## config.mk

```make
export PLATFORM = sky130hd
export DESIGN_NAME = rbs_reinsert
export DESIGN_NICKNAME = d
export VERILOG_FILES = /design/src/rtl/rbs_pkg.sv /design/src/rtl/rbs_frame_ctrl.sv /design/src/rtl/rbs_bit_path.sv /design/src/rtl/rbs_reinsert.sv
export SDC_FILE = /design/constraint.sdc
export NUM_CORES = 1
export LEC_CHECK = 0
export BUFFER_PORTS_ARGS = -buffer_cell sky130_fd_sc_hd__buf_2
export CORE_MARGIN = 4
export CORE_UTILIZATION = 62
export DETAILED_ROUTE_END_ITERATION = 10
export PLACE_DENSITY = 0.8
export SYNTH_ARGS = -nofsm -noshare
export SYNTH_HDL_FRONTEND = slang
export SYNTH_SLANG_ARGS = --single-unit
export TNS_END_PERCENT = 20
```

## constraint.sdc

```tcl
create_clock -name clk -period 4.2 [get_ports clk]
set_input_delay 0.21 -clock clk [delete_from_list [all_inputs] [get_ports clk]]
set_output_delay 0.21 -clock clk [all_outputs]
set_load 0.02 [all_outputs]
```

## src/rtl/rbs_pkg.sv

```systemverilog
package rbs_pkg;
  // Number of signaling letters in the longest multiframe (A, B, C, D)
  localparam int SIG_LETTERS = 4;
  localparam int SEL_W = $clog2(SIG_LETTERS);

  // Strobes from the frame controller to the bit datapath
  typedef struct packed {
    logic             sampleBlk;  // slot bit 0 of a channel slot
    logic             capA;       // slot bit carrying A
    logic             capB;       // slot bit carrying B
    logic             capC;       // slot bit carrying C
    logic             replace;    // this bit is a signaling position to overwrite
    logic [SEL_W-1:0] sigSel;     // which letter belongs to this frame
  } rbsStrobe_t;
endpackage

```

## src/rtl/rbs_frame_ctrl.sv

```systemverilog
module rbs_frame_ctrl
  import rbs_pkg::*;
#(
  parameter int CHANNELS   = 24,
  parameter int SLOT_BITS  = 8,
  parameter int WIDE_SLOTS = 32,
  parameter int D4_FRAMES  = 12,
  parameter int ESF_FRAMES = 24,
  parameter int SIG_PERIOD = 6
) (
  input  logic       clk,
  input  logic       rstN,
  input  logic       mfSync,
  input  logic       reinsertEn,
  input  logic       esfMode,
  input  logic       wideFormat,
  output rbsStrobe_t strb
);
  localparam int SLOT_W  = $clog2(WIDE_SLOTS);
  localparam int BIT_W   = $clog2(SLOT_BITS);
  localparam int FRAME_W = $clog2(ESF_FRAMES);
  localparam int SIG_FRAMES = ESF_FRAMES / SIG_PERIOD;

  logic               inFReg, curInF, nInF;
  logic [SLOT_W-1:0]  slotReg, curSlot, nSlot, lastSlot;
  logic [BIT_W-1:0]   bitReg, curBit, nBit;
  logic [FRAME_W-1:0] frameReg, curFrame, nFrame, lastFrame;
  logic               syncedReg;
  logic               chanSlot, sigFrame;
  logic [SEL_W-1:0]   sigIdx;

  // A sync pulse puts the current bit at the start of frame 1
  always_comb begin
    curInF   = mfSync ? !wideFormat : inFReg;
    curSlot  = mfSync ? '0 : slotReg;
    curBit   = mfSync ? '0 : bitReg;
    curFrame = mfSync ? '0 : frameReg;
    lastSlot  = wideFormat ? SLOT_W'(WIDE_SLOTS - 1) : SLOT_W'(CHANNELS - 1);
    lastFrame = esfMode ? FRAME_W'(ESF_FRAMES - 1) : FRAME_W'(D4_FRAMES - 1);
  end

  always_comb begin
    nInF   = curInF;
    nSlot  = curSlot;
    nBit   = curBit;
    nFrame = curFrame;
    if (curInF) begin
      nInF  = 1'b0;
      nSlot = '0;
      nBit  = '0;
    end else if (curBit == BIT_W'(SLOT_BITS - 1)) begin
      nBit = '0;
      if (curSlot >= lastSlot) begin
        nSlot  = '0;
        nInF   = !wideFormat;
        nFrame = (curFrame >= lastFrame) ? '0 : curFrame + 1'b1;
      end else begin
        nSlot = curSlot + 1'b1;
      end
    end else begin
      nBit = curBit + 1'b1;
    end
  end

  always_ff @(posedge clk or negedge rstN) begin
    if (!rstN) begin
      inFReg    <= 1'b1;
      slotReg   <= '0;
      bitReg    <= '0;
      frameReg  <= '0;
      syncedReg <= 1'b0;
    end else begin
      inFReg    <= nInF;
      slotReg   <= nSlot;
      bitReg    <= nBit;
      frameReg  <= nFrame;
      syncedReg <= syncedReg | mfSync;
    end
  end

  // Signaling frames are the last frame of each SIG_PERIOD group
  always_comb begin
    sigFrame = 1'b0;
    sigIdx   = '0;
    for (int k = 0; k < SIG_FRAMES; k++) begin
      if (curFrame == FRAME_W'((k + 1) * SIG_PERIOD - 1)) begin
        sigFrame = 1'b1;
        sigIdx   = SEL_W'(k);
      end
    end
  end

  generate
    if (WIDE_SLOTS > CHANNELS) begin : g_wideMap
      always_comb
        chanSlot = !curInF &&
                   (!wideFormat || (curSlot >= SLOT_W'(1) && curSlot <= SLOT_W'(CHANNELS)));
    end else begin : g_narrowMap
      always_comb chanSlot = !curInF;
    end
  endgenerate

  always_comb begin
    strb.sampleBlk = chanSlot && (curBit == '0);
    strb.capA      = chanSlot && (curBit == BIT_W'(SLOT_BITS - 4));
    strb.capB      = chanSlot && (curBit == BIT_W'(SLOT_BITS - 3));
    strb.capC      = chanSlot && (curBit == BIT_W'(SLOT_BITS - 2));
    strb.replace   = chanSlot && (curBit == BIT_W'(SLOT_BITS - 1)) && sigFrame &&
                     reinsertEn && (syncedReg || mfSync);
    strb.sigSel    = sigIdx;
  end
endmodule

```

## src/rtl/rbs_bit_path.sv

```systemverilog
module rbs_bit_path
  import rbs_pkg::*;
(
  input  logic       clk,
  input  logic       rstN,
  input  rbsStrobe_t strb,
  input  logic       serIn,
  input  logic       sigIn,
  input  logic       blockFlag,
  input  logic       perChanEn,
  input  logic       forceOnes,
  output logic       chanBlocked,
  output logic       serOut
);
  logic [SIG_LETTERS-2:0] sigNib;
  logic sigBit, insBit, doIns, nextOut;

  always_ff @(posedge clk or negedge rstN) begin
    if (!rstN) begin
      chanBlocked <= 1'b0;
      sigNib      <= '0;
      serOut      <= 1'b0;
    end else begin
      if (strb.sampleBlk) chanBlocked <= blockFlag;
      if (strb.capA)      sigNib[0]   <= sigIn;
      if (strb.capB)      sigNib[1]   <= sigIn;
      if (strb.capC)      sigNib[2]   <= sigIn;
      serOut <= nextOut;
    end
  end

  always_comb begin
    case (strb.sigSel)
      SEL_W'(0): sigBit = sigNib[0];
      SEL_W'(1): sigBit = sigNib[1];
      SEL_W'(2): sigBit = sigNib[2];
      default:   sigBit = sigIn;
    endcase
    insBit  = forceOnes ? 1'b1 : sigBit;
    doIns   = strb.replace && !(perChanEn && chanBlocked);
    nextOut = doIns ? insBit : serIn;
  end
endmodule

```

## src/rtl/rbs_reinsert.sv

```systemverilog
module rbs_reinsert
  import rbs_pkg::*;
#(
  parameter int CHANNELS   = 24,
  parameter int SLOT_BITS  = 8,
  parameter int WIDE_SLOTS = 32,
  parameter int D4_FRAMES  = 12,
  parameter int ESF_FRAMES = 24,
  parameter int SIG_PERIOD = 6
) (
  input  logic clk,
  input  logic rstN,
  input  logic serIn,
  input  logic sigIn,
  input  logic mfSync,
  input  logic blockFlag,
  input  logic reinsertEn,
  input  logic perChanEn,
  input  logic forceOnes,
  input  logic esfMode,
  input  logic wideFormat,
  output logic serOut
);
  rbsStrobe_t strb;
  logic       chanBlocked;

  rbs_frame_ctrl #(
    .CHANNELS(CHANNELS), .SLOT_BITS(SLOT_BITS), .WIDE_SLOTS(WIDE_SLOTS),
    .D4_FRAMES(D4_FRAMES), .ESF_FRAMES(ESF_FRAMES), .SIG_PERIOD(SIG_PERIOD)
  ) u_ctrl (
    .clk(clk), .rstN(rstN), .mfSync(mfSync), .reinsertEn(reinsertEn),
    .esfMode(esfMode), .wideFormat(wideFormat), .strb(strb)
  );

  rbs_bit_path u_path (
    .clk(clk), .rstN(rstN), .strb(strb), .serIn(serIn), .sigIn(sigIn),
    .blockFlag(blockFlag), .perChanEn(perChanEn), .forceOnes(forceOnes),
    .chanBlocked(chanBlocked), .serOut(serOut)
  );
endmodule

```

# Word level (Yosys, flattened, before mapping)
# Index checks and enable logic that the tools add are counted.
[word_totals] output_inout_bits=1 wordCells=75 regBits=20 inputBits=11
[op_classes] n_eq_ne=10 n_addsub=3 n_bitwise=1 order_cmp=4 n_reduce_logical=19 n_mux=28
[op_table] operator="2-to-1 mux 5 bit" n=10
[op_table] operator="== test 3 bit (second input constant)" n=4
[op_table] operator="logical AND 1 bit" n=12
[op_table] operator="2-to-1 mux 1 bit" n=11
[op_table] operator="adder 5 x 1 -> 5 bit (second input constant)" n=2
[op_table] operator="== test 5 bit (second input constant)" n=2
[op_table] operator=">= comparator 5 bit" n=2
[op_table] operator="2-to-1 mux 3 bit" n=3
[op_table] operator="== test 5 x 3 -> 1 bit (second input constant)" n=1
[op_table] operator="== test 5 x 4 -> 1 bit (second input constant)" n=1
[op_table] operator=">= comparator 5 x 1 -> 1 bit (second input constant)" n=1
[op_table] operator="<= comparator 5 bit (second input constant)" n=1
[op_table] operator="2-to-1 mux 2 bit" n=2
[op_table] operator="2-to-1 mux 4 bit" n=1
[op_table] operator="adder 3 x 1 -> 3 bit (second input constant)" n=1
[op_table] operator="logical NOT 1 bit" n=3
[op_table] operator="logical NOT 3 bit" n=1
[op_table] operator="case mux 1 bit (3 select lines)" n=1
[op_table] operator="== test 2 x 1 -> 1 bit (second input constant)" n=1
[op_table] operator="== test 2 bit (second input constant)" n=1
[op_table] operator="logical NOT 2 bit" n=1
[op_table] operator="logical OR 1 bit" n=2
[op_table] operator="bitwise OR 1 bit" n=1

# Longest topological paths before layout
# Gate-level depths: netlist (run 1).
[depth] word_depth=11 mapped_depth=12 mapped_depth_nobuf=9

# Modules after synthesis
# From an unflattened synthesis (run 1), not the netlist that was laid out.
[hier_totals] hier_cells=138 area_unflattened_um2=1293.7
[modules_own_cells] mod="rbs_frame_ctrl" instances=1 seq_area_each_um2=376.6 area_per_inst_um2=1081.0 cells_per_inst=124
[modules_own_cells] mod="rbs_bit_path" instances=1 seq_area_each_um2=125.1 area_per_inst_um2=212.7 cells_per_inst=14

# Worst setup path before layout (run 1)
# No wires, ideal clock.
[synth_path] path_kind="input to register" start="input port mfSync" end="register u_ctrl.frameReg[4]" cell_stages=12 slack_ns=1.948 t_required_ns=4.099 path_buffers=3 setup_ns=0.101 arrival_ns=2.151 path_cell_list="clkbuf_1 -> clkbuf_1 -> nand2b_1 -> inv_1 -> ha_1 -> ha_1 -> buf_4 -> nand3b_1 -> a211oi_1 -> o21ai_1 -> o31a_1 -> o32ai_1"
[synth_via] elab_chain_cells=6 elab_cells_between_ends=12 classes_between="add/sub: 1; order compare: 2; eq/ne: 1; mux: 8"
[synth_lines] item="start, declared" line_no="rbs_reinsert.sv:15" text="input logic mfSync,"
[synth_lines] item="2-to-1 mux 5 bit" line_no="rbs_frame_ctrl.sv:37" text="curFrame = mfSync ? '0 : frameReg;"
[synth_lines] item="adder 5 x 1 -> 5 bit or >= comparator 5 bit (tied branches)" line_no="rbs_frame_ctrl.sv:56" text="nFrame = (curFrame >= lastFrame) ? '0 : curFrame + 1'b1;"
[synth_lines] item="2-to-1 mux 5 bit" line_no="rbs_frame_ctrl.sv:56"
[synth_lines] item="2-to-1 mux 5 bit" line_no="rbs_frame_ctrl.sv:53" text="if (curSlot >= lastSlot) begin"
[synth_lines] item="2-to-1 mux 5 bit" line_no="rbs_frame_ctrl.sv:51" text="end else if (curBit == BIT_W'(SLOT_BITS - 1)) begin"
[synth_lines] item="2-to-1 mux 5 bit (*)" line_no="rbs_frame_ctrl.sv:47" text="if (curInF) begin"
[synth_lines] item="via u_ctrl.nFrame[4]" line_no="rbs_frame_ctrl.sv:27" text="logic [FRAME_W-1:0] frameReg, curFrame, nFrame, lastFrame;"
[synth_lines] item="end signal, assigned" line_no="rbs_frame_ctrl.sv:76" text="frameReg <= nFrame;"
[synth_lines] item="end, declared" line_no="rbs_frame_ctrl.sv:27"
# Mark *: on every way through the listed nets, which the timed path passes. The rest lies on a longest branch.
# A chain may end at the register's enable or synchronous reset.

# Worst setup path in the final report (run 1)
[layout_path] start="register u_ctrl.bitReg[0]" end="register u_ctrl.frameReg[4]"
[layout_via] elab_chain_cells=4
[layout_lines] item="start, declared" line_no="rbs_frame_ctrl.sv:26" text="logic [BIT_W-1:0] bitReg, curBit, nBit;"
[layout_lines] item="start signal, assigned" line_no="rbs_frame_ctrl.sv:75" text="bitReg <= nBit;"
[layout_lines] item="2-to-1 mux 3 bit" line_no="rbs_frame_ctrl.sv:36" text="curBit = mfSync ? '0 : bitReg;"
[layout_lines] item="== test 3 bit" line_no="rbs_frame_ctrl.sv:51"
[layout_lines] item="2-to-1 mux 5 bit" line_no="rbs_frame_ctrl.sv:51"
[layout_lines] item="2-to-1 mux 5 bit" line_no="rbs_frame_ctrl.sv:47"
[layout_lines] item="via u_ctrl.nFrame[4]" line_no="rbs_frame_ctrl.sv:27"
# The timed path passes the listed nets, and every way through them passes these cells.

==> metrics.txt, run 1 <==
status complete, no violations; area of the core 0.002002 sq mm; port buffer count 11; WL final 2373 microns; hold crit path type primary input to flip-flop; # diodes 0; Root Driver clkbuf_4; R2R Path End u_ctrl.frameReg[4]; Die ar. 0.002950 sq mm; Post-synth top flop dfrtp_1; Detailed Route Iter0 Violations 32; Fmax 453.5 MHz; Final Power 0.3518 mW; period utilization 52.51%; post-synthesis cell type count 38; FP Rows 16; syn avg cell area 9.236 sq um; Tmin final 2.205 ns; grt total ovfl 0; Synth Net Count 166; Layout Nets 178; Core Util, Final 72.00%; dominant cells by area after synthesis dfrtp_1 (36%), ha_1 (10%), nand2b_1 (5.2%); htree depth 1; DRT Pass-1 Iters 4; FF+latch count, synth 20; vias in the first global route 925; area share of the largest cell type after synthesis 35.75%; CTS Buf Count 3; Initial Util 66.44%; R2R setup slack 1.99 ns; RSZ-0062 raised after global routing false; required time of the critical path 4.41 ns; vias per std cell 5.637; area of the mapped netlist 0.001330 sq mm; Die W 54.32 microns; setup TNS 0 ns; fillcell total 162; Synthesis Warnings 0; Post-Syn Instances 144; worst r2r src u_ctrl.bitReg[0]; number of setup violations in the final report 0; CP endpoint kind flip-flop; cell taking the most area after synthesis dfrtp_1; GPL Wtd Cong 0.8268; Switching Share 23.31%; Layout area overhead 8.372%; normalized max-slew margin 68.42%; antenna violations before repair 0; Skew-Pair Late Insertion Delay 0.30 ns; clock skew 0.003384 ns; layout cells sized above 1 13.55%; hpwl dp 1793 microns; Worst-Margin Slew 0.4738 ns; post-CTS setup buffers 0; total global-route track usage 19.45%; DR DRC count 0; Worst setup SP type flip-flop; post-CTS sizing 0; clock share of power 31.5%; final hold vios 0; Crit Path Max Fanout 8; worst vdd ir 258.8 uV; clk sinks 20; reg2reg path depth 9; Post-synth EDFFs 0; pin count of the biggest net entering global routing 23; post-route ant nets 0; Max-Cap Viols 0; Pins Over Slew Limit 0; Comb power frac 10.1%; CP arrival 2.42 ns; internal power 0.2698 mW; Critical Path Start u_ctrl.bitReg[0]; CP Class flip-flop to flip-flop; worst-case clock buffer depth 2; chip height 54.32 microns; Post-synth ARST share 100.0%; I/O Pins 12; register share of total power 58.3%; Pleak 0.6725 nW; Seq/Total Area, Yosys 37.72%; clk slew on worst S/H paths 0.11 ns; DR vias 1026; Net Switching 0.08202 mW; CTS tree built; Power Density 244.1 mW/mm^2; end of the critical path u_ctrl.frameReg[4]; global-route wire length before repair 4043 microns; WL/cell 13.04 microns
[per-stage QoR]
step                      worst slack [ns]  instances  hold WS (ns)  instance area [sq um]
after floorplan                      1.948        144      -0.08559                   1330
after global placement               1.920        177        0.1810                   1395
after detailed placement             1.782        177        0.1885                   1395
after CTS                            1.993        182       0.08791                   1441
after global routing                 1.781        182       0.09623                   1441
final                                1.995        182        0.1032                   1441
[sequential cells by signal (all words and copies together), names as in the netlist]
| register | cells |
|---|---|
| u_ctrl.bitReg | 3 |
| u_ctrl.frameReg | 5 |
| u_ctrl.inFReg | 1 |
| u_ctrl.slotReg | 5 |
| u_ctrl.syncedReg | 1 |
| u_path.chanBlocked | 1 |
| u_path.serOut | 1 |
| u_path.sigNib | 3 |
[cells in the mapped netlist (all sizes together) (2+ instances only)]
master,instances
a211oi,2
nor2b,5
nand4,2
nor3,2
nand3,12
nand2b,11
nand2,7
dfrtp,19
mux2,6
buf,2
inv,10
a21oi,6
o21a,2
and3,2
o22ai,5
nand3b,3
clkbuf,3
a31oi,2
mux2i,4
xnor2,3
o21ai,6
nor2,10
ha,11
[cells by family (layout without fill, tap and decap cells)]
kind of cell	Yosys count	count (layout)	share of synthesized area [%]
buf+inv	15	26	4.610
xor+xnor	4	4	2.635
mux	10	10	8.090
simple gates	58	58	23.80
fa+ha+maj	11	11	10.35
flops	20	20	37.72
compound gates	26	26	12.79
[layout by cell type, fill, tap and decap left out, types with 3 or more instances in the layout]
cell / instances
dfrtp_1: 19
nand2b_1: 11
nand3_1: 11
ha_1: 11
buf_2: 11
inv_1: 10
nor2_1: 10
nand2_1: 7
a21oi_1: 6
nor2b_1: 5
o21ai_0: 5
mux2_1: 5
o22ai_1: 4
mux2i_1: 4
nand3b_1: 3
xnor2_1: 3
clkbuf_4: 3
[per-layer routing]
| layer | up-vias | GRT usage (%) | wire length, microns |
|---|---|---|---|
| li1 | 524 | - | - |
| met1 | 473 | 25.34 | 1104 |
| met2 | 24 | 30.68 | 1100 |
| met3 | 5 | 3.542 | 117 |
| met4 | 0 | 9.959 | 51 |
| met5 | - | 0 | 0 |
[repair_timing]
action,in CTS,in global routing
endpoints found under the hold margin,19,0
hold buffers,1,0
endpoints found under the setup margin,0,0
[worst max-delay path, stage by stage, from the launching register on]
cell and delay [ns]:
dfrtp_1 0.36, nand2b_1 0.10, inv_1 0.09, ha_1 0.14
ha_1 0.32, nand3b_1 0.18, a211oi_1 0.23, o21ai_1 0.16
o31a_1 0.30, o32ai_1 0.22
[worst min path at each step]
stage | startpoint | end | slack (ns) | cells after the start
global route | wideFormat | u_ctrl.inFReg | 0.1 | 2
global placement | rstN | u_ctrl.frameReg[3] | 0.18 | 1
floorplan | rstN | u_ctrl.bitReg[0] | -0.09 | 0
finish | wideFormat | u_ctrl.inFReg | 0.10 | 2
CTS | wideFormat | u_ctrl.inFReg | 0.09 | 2
detailed placement | rstN | u_ctrl.frameReg[0] | 0.19 | 1
[layout make-up]
| cell class | instances | area [sq um] | share of cell area, % |
|---|---|---|---|
| flip-flops and latches | 20 | 501.7 | 34.81 |
| clock buffers | 4 | 36.28 | 2.517 |
| repair buffers | 12 | 65.06 | 4.514 |
| well taps | 27 | 33.78 | 2.344 |
| multi-input cells | 109 | 767.0 | 53.21 |
| inverters | 10 | 37.54 | 2.604 |
[power groups by stage]
stage | clock network, mW | logic (mW) | registers [mW]
final | 0.111 | 0.0357 | 0.205
after floorplan | 0 | 0.0206 | 0.209
after global placement | 0 | 0.0340 | 0.209
after CTS | 0.117 | 0.0364 | 0.205
after detailed placement | 0 | 0.0355 | 0.209
after global routing | 0.124 | 0.0408 | 0.206
Note: power is estimated with default switching activity, not from simulation.
==> run 2: changes to the inputs <==
--- a/config.mk
+++ b/config.mk
@@ -7,9 +7,9 @@
 export LEC_CHECK = 0
 export BUFFER_PORTS_ARGS = -buffer_cell sky130_fd_sc_hd__buf_2
 export CORE_MARGIN = 4
-export CORE_UTILIZATION = 62
+export CORE_UTILIZATION = 58
 export DETAILED_ROUTE_END_ITERATION = 10
-export PLACE_DENSITY = 0.8
+export PLACE_DENSITY = 0.75
 export SYNTH_ARGS = -nofsm -noshare
 export SYNTH_HDL_FRONTEND = slang
 export SYNTH_SLANG_ARGS = --single-unit
==> constraint.sdc (replaced) <==
create_clock -name clk -period 2.1 [get_ports clk]
set_input_delay 0.105 -clock clk [delete_from_list [all_inputs] [get_ports clk]]
set_output_delay 0.105 -clock clk [all_outputs]
set_load 0.02 [all_outputs]
==> metrics.txt, run 2 (synthesized netlist as in run 1, its figures left out) <==
status complete, no violations; most common cell after layout, fill and taps aside dfrtp_1; Fmax 505.5 MHz; WL/cell 14.30 microns; worst-case clock buffer depth 2; Pleak 0.7159 nW; Die W 55.89 microns; WL final 2717 microns; footprint of the multi-input gates 802.0 sq um; CP Class flip-flop to flip-flop; Root Driver clkbuf_4; post-route ant nets 0; CTS Buf Count 3; Die ar. 0.003123 sq mm; clock skew 0.008860 ns; Worst setup SP type flip-flop; vias per std cell 5.763; CTS tree built; clk slew on worst S/H paths 0.12 ns; CP endpoint kind flip-flop; hold crit path type primary input to flip-flop; worst vdd ir 312.7 uV; grt total ovfl 0; Power Density 463.2 mW/mm^2; global-route wire length before repair 4588 microns; post-CTS setup buffers 0; R2R Path End u_path.sigNib[2]; setup TNS 0 ns; largest registers u_ctrl.frameReg x5, u_ctrl.slotReg x5; total global-route track usage 18.04%; # diodes 0; Detailed Route Iter0 Violations 47; Layout area overhead 15.05%; number of setup violations in the final report 0; vias in the first global route 1062; Initial Util 60.71%; Worst-Margin Slew 0.4459 ns; Core Util, Final 69.85%; DR DRC count 0; hpwl dp 2028 microns; pin count of the biggest net entering global routing 21; antenna violations before repair 0; period utilization 94.20%; GPL Wtd Cong 0.7827; FF+latch area 501.7 sq um; I/O Pins 12; reg2reg path depth 8; FP Rows 17; worst r2r src u_ctrl.slotReg[0]; Hold Path Stages 2; layout cells sized above 1 20.99%; clk sinks 20; area of the core 0.002191 sq mm; DRT Pass-1 Iters 4; chip height 55.89 microns; Tmin final 1.978 ns; fillcell total 181; normalized max-slew margin 70.27%; Layout Nets 185; CP arrival 2.15 ns; Worst Hold Launch blockFlag; Skew-Pair Late Insertion Delay 0.29 ns; htree depth 1; Crit Path Max Fanout 5; R2R setup slack 0.12 ns; leading cell types in the layout, fill and taps excluded dfrtp_1 (19), nand2b_1 (11), nand3_1 (11), ha_1 (11), buf_2 (11); port buffer count 11; required time of the critical path 2.28 ns; Pins Over Slew Limit 0; DR vias 1095; Hold EP u_path.chanBlocked; Max-Cap Viols 0; final hold vios 0
==> run 2: layer usage <==
metal | wire, microns | GRT usage (%)
met5 | 0 | 0
met4 | 68 | 6.102
met3 | 86 | 2.784
met2 | 1303 | 30.57
met1 | 1258 | 23.43
==> run 2: final cells by class <==
cell class,count,area share [%]
clock buffer,4,2.371
inverter,10,2.453
multi-input combinational,109,52.41
sequential,20,32.79
tap,28,2.289
timing repair buffer,19,7.686
==> run 2: worst max-delay path, stage by stage, from the launching register on <==
cell and delay [ns]:
dfrtp_1 0.42, nor2b_1 0.17, inv_1 0.07, ha_1 0.13, nor2b_2 0.15, o22ai_2 0.11, a211oi_4 0.32, nand3_1 0.15
mux2_1 0.34
==> run 2: timing repair <==
action | in CTS | in global routing
hold buffers | 1 | 0
hold endpoints to repair | 19 | 0
pin swaps | 0 | 2
setup endpoints to repair | 1 | 8
resized for setup | 1 | 6
==> run 2: worst max-delay path by stage <==
stage | startpoint | end | slack (ns) | cells after the start
after floorplan | mfSync | u_ctrl.frameReg[4] | 0.02 | 12
after global placement | u_ctrl.slotReg[0] | u_path.sigNib[1] | 0.09 | 8
after detailed placement | u_ctrl.slotReg[0] | u_path.chanBlocked | 0.02 | 8
after CTS | u_ctrl.slotReg[0] | u_path.chanBlocked | 0.07 | 8
after global routing | u_ctrl.bitReg[1] | u_ctrl.slotReg[1] | -0.0004 | 10
final | u_ctrl.slotReg[0] | u_path.sigNib[2] | 0.12 | 8
==> run 2: per-stage QoR <==
step                setup WS (ns)  area, sq um  hold slack [ns]  total power, mW  cells
finish                     0.1218         1530          0.03469           0.7088    190
global route           -0.0003657         1530         0.008201           0.7552    190
CTS                       0.06974         1503          0.01902           0.7161    190
detailed placement        0.02167         1449          0.07953           0.4922    185
global placement          0.09073         1449          0.07942           0.4874    185
floorplan                 0.02381         1341          -0.1906           0.4604    144
==> run 2: power breakdown <==
part | internal [mW] | switching [mW] | leakage (nW)
logic | 0.0341 | 0.0434 | 0.433
clock network | 0.106 | 0.114 | 0.0210
registers | 0.402 | 0.00945 | 0.261
==> run 3: changes to the inputs <==
--- a/config.mk
+++ b/config.mk
@@ -9,7 +9,7 @@
 export CORE_MARGIN = 4
 export CORE_UTILIZATION = 58
 export DETAILED_ROUTE_END_ITERATION = 10
-export PLACE_DENSITY = 0.75
+export PLACE_DENSITY = 0.88
 export SYNTH_ARGS = -nofsm -noshare
 export SYNTH_HDL_FRONTEND = slang
 export SYNTH_SLANG_ARGS = --single-unit
==> constraint.sdc (replaced) <==
create_clock -name clk -period 2.1 [get_ports clk]
set_input_delay 0.105 -clock clk [delete_from_list [all_inputs] [get_ports clk]]
set_output_delay 0.105 -clock clk [all_outputs]
set_load 0.005 [all_outputs]
==> metrics.txt, run 3 (synthesized netlist as in run 1, its figures left out) <==
Crit Path Max Fanout 6; Worst-Margin Slew 0.4462 ns; Detailed Route Iter0 Violations 35; CTS tree built; clock skew 0.003711 ns; period utilization 96.98%; htree depth 1; Fmax 491.0 MHz; CTS Buf Count 3; most common cell after layout, fill and taps aside dfrtp_1; Worst setup SP type flip-flop; FP Rows 17; Max-Cap Viols 0; antenna violations before repair 0; global-route wire length before repair 4933 microns; hold slack 0.006317 ns; vias per std cell 6.085; WL final 2838 microns; FF+latch area 501.7 sq um; Die W 55.89 microns; DR DRC count 0; Layout Nets 184; fillcell total 163; grt total ovfl 0; vias in the first global route 1163; I/O Pins 12; status complete, no violations; hold crit path type primary input to flip-flop; post-route ant nets 0; required time of the critical path 2.33 ns; worst vdd ir 531.0 uV; largest registers u_ctrl.frameReg x5, u_ctrl.slotReg x5; layout cells sized above 1 21.74%; footprint of the multi-input gates 814.5 sq um; Final Cell Area 0.001538 sq mm; final hold vios 0; DR vias 1150; GPL Wtd Cong 0.8984; WL/cell 15.02 microns; Layout area overhead 15.62%; post-CTS setup buffers 0; CP endpoint kind flip-flop; port buffer count 11; Power Density 466.1 mW/mm^2; RSZ-0062 raised after global routing true; Pleak 0.7113 nW; number of setup violations in the final report 0; CP arrival 2.26 ns; hpwl dp 2055 microns; normalized max-slew margin 70.25%; placed cell areas 0.001434 sq mm; clk slew on worst S/H paths 0.11 ns; Skew-Pair Late Insertion Delay 0.31 ns; Initial Util 60.71%; Pins Over Slew Limit 0; DRT Pass-1 Iters 4; worst-case clock buffer depth 2; CP Class flip-flop to flip-flop; # diodes 0; leading cell types in the layout, fill and taps excluded dfrtp_1 (19), nand2b_1 (11), buf_2 (11); area of the core 0.002191 sq mm; Die ar. 0.003123 sq mm; clk sinks 20; Root Driver clkbuf_4; chip height 55.89 microns; total global-route track usage 19.48%; Tmin final 2.037 ns; pin count of the biggest net entering global routing 21
[run 3: routing by layer]
metal | wire length (microns) | track usage, % | vias up
met4 | 51 | 6.441 | 0
met3 | 192 | 6.265 | 10
met5 | 0 | 0 | -
met2 | 1404 | 34.12 | 46
li1 | - | - | 541
met1 | 1190 | 22.39 | 553
[run 3: critical path, stage by stage (launching register included)]
cell,delay (ns)
dfrtp_1,0.47
nand2b_1,0.22
inv_1,0.07
ha_1,0.31
a21o_1,0.20
a31oi_2,0.26
nand2b_1,0.18
o22ai_1,0.23
[run 3: metrics by stage]
stage	setup TNS, ns	utilization (%)	cells	setup slack [ns]	total power [mW]
floorplan	0	-	144	0.02381	0.4592
global placement	0	65.45	183	0.07844	0.4854
detailed placement	-0.03238	65.45	183	-0.03238	0.4892
CTS	0	68.13	189	0.002826	0.7133
global route	-0.02944	70.19	189	-0.02498	0.7517
finish	0	70.19	189	0.06337	0.7168
[run 3: worst paths after layout]
check,start,endpoint,slack (ns),cells after the start
hold reg to reg,u_ctrl.syncedReg,u_ctrl.syncedReg,0.49,1
setup reg to reg,u_ctrl.frameReg[4],u_ctrl.frameReg[3],0.06,7
hold / removal,blockFlag,u_path.chanBlocked,0.006,2
min in group asynchronous,rstN,u_ctrl.frameReg[2],0.26,2
max in group asynchronous,rstN,u_ctrl.inFReg,1.50,2
setup / recovery,u_ctrl.frameReg[4],u_ctrl.frameReg[3],0.06,7
[run 3: layout make-up]
cell class | count | area share, %
Sequential cell | 20 | 32.63
Tap cell | 28 | 2.278
Timing Repair Buffer | 18 | 7.323
Clock buffer | 4 | 2.360
Multi-Input combinational cell | 109 | 52.97
Inverter | 10 | 2.441
[run 3: power breakdown]
group          internal, mW  switching, mW  leakage (nW)  total [mW]
clock network         0.106          0.122        0.0210       0.228
logic                0.0354         0.0426         0.429      0.0780
registers             0.402        0.00884         0.261       0.411
[run 3: repair_timing]
action	CTS	global route
hold buffers	2	0
pin swaps	0	2
endpoints found under the hold margin	20	0
endpoints found under the setup margin	1	9
resized for setup	1	10
cloned	0	0
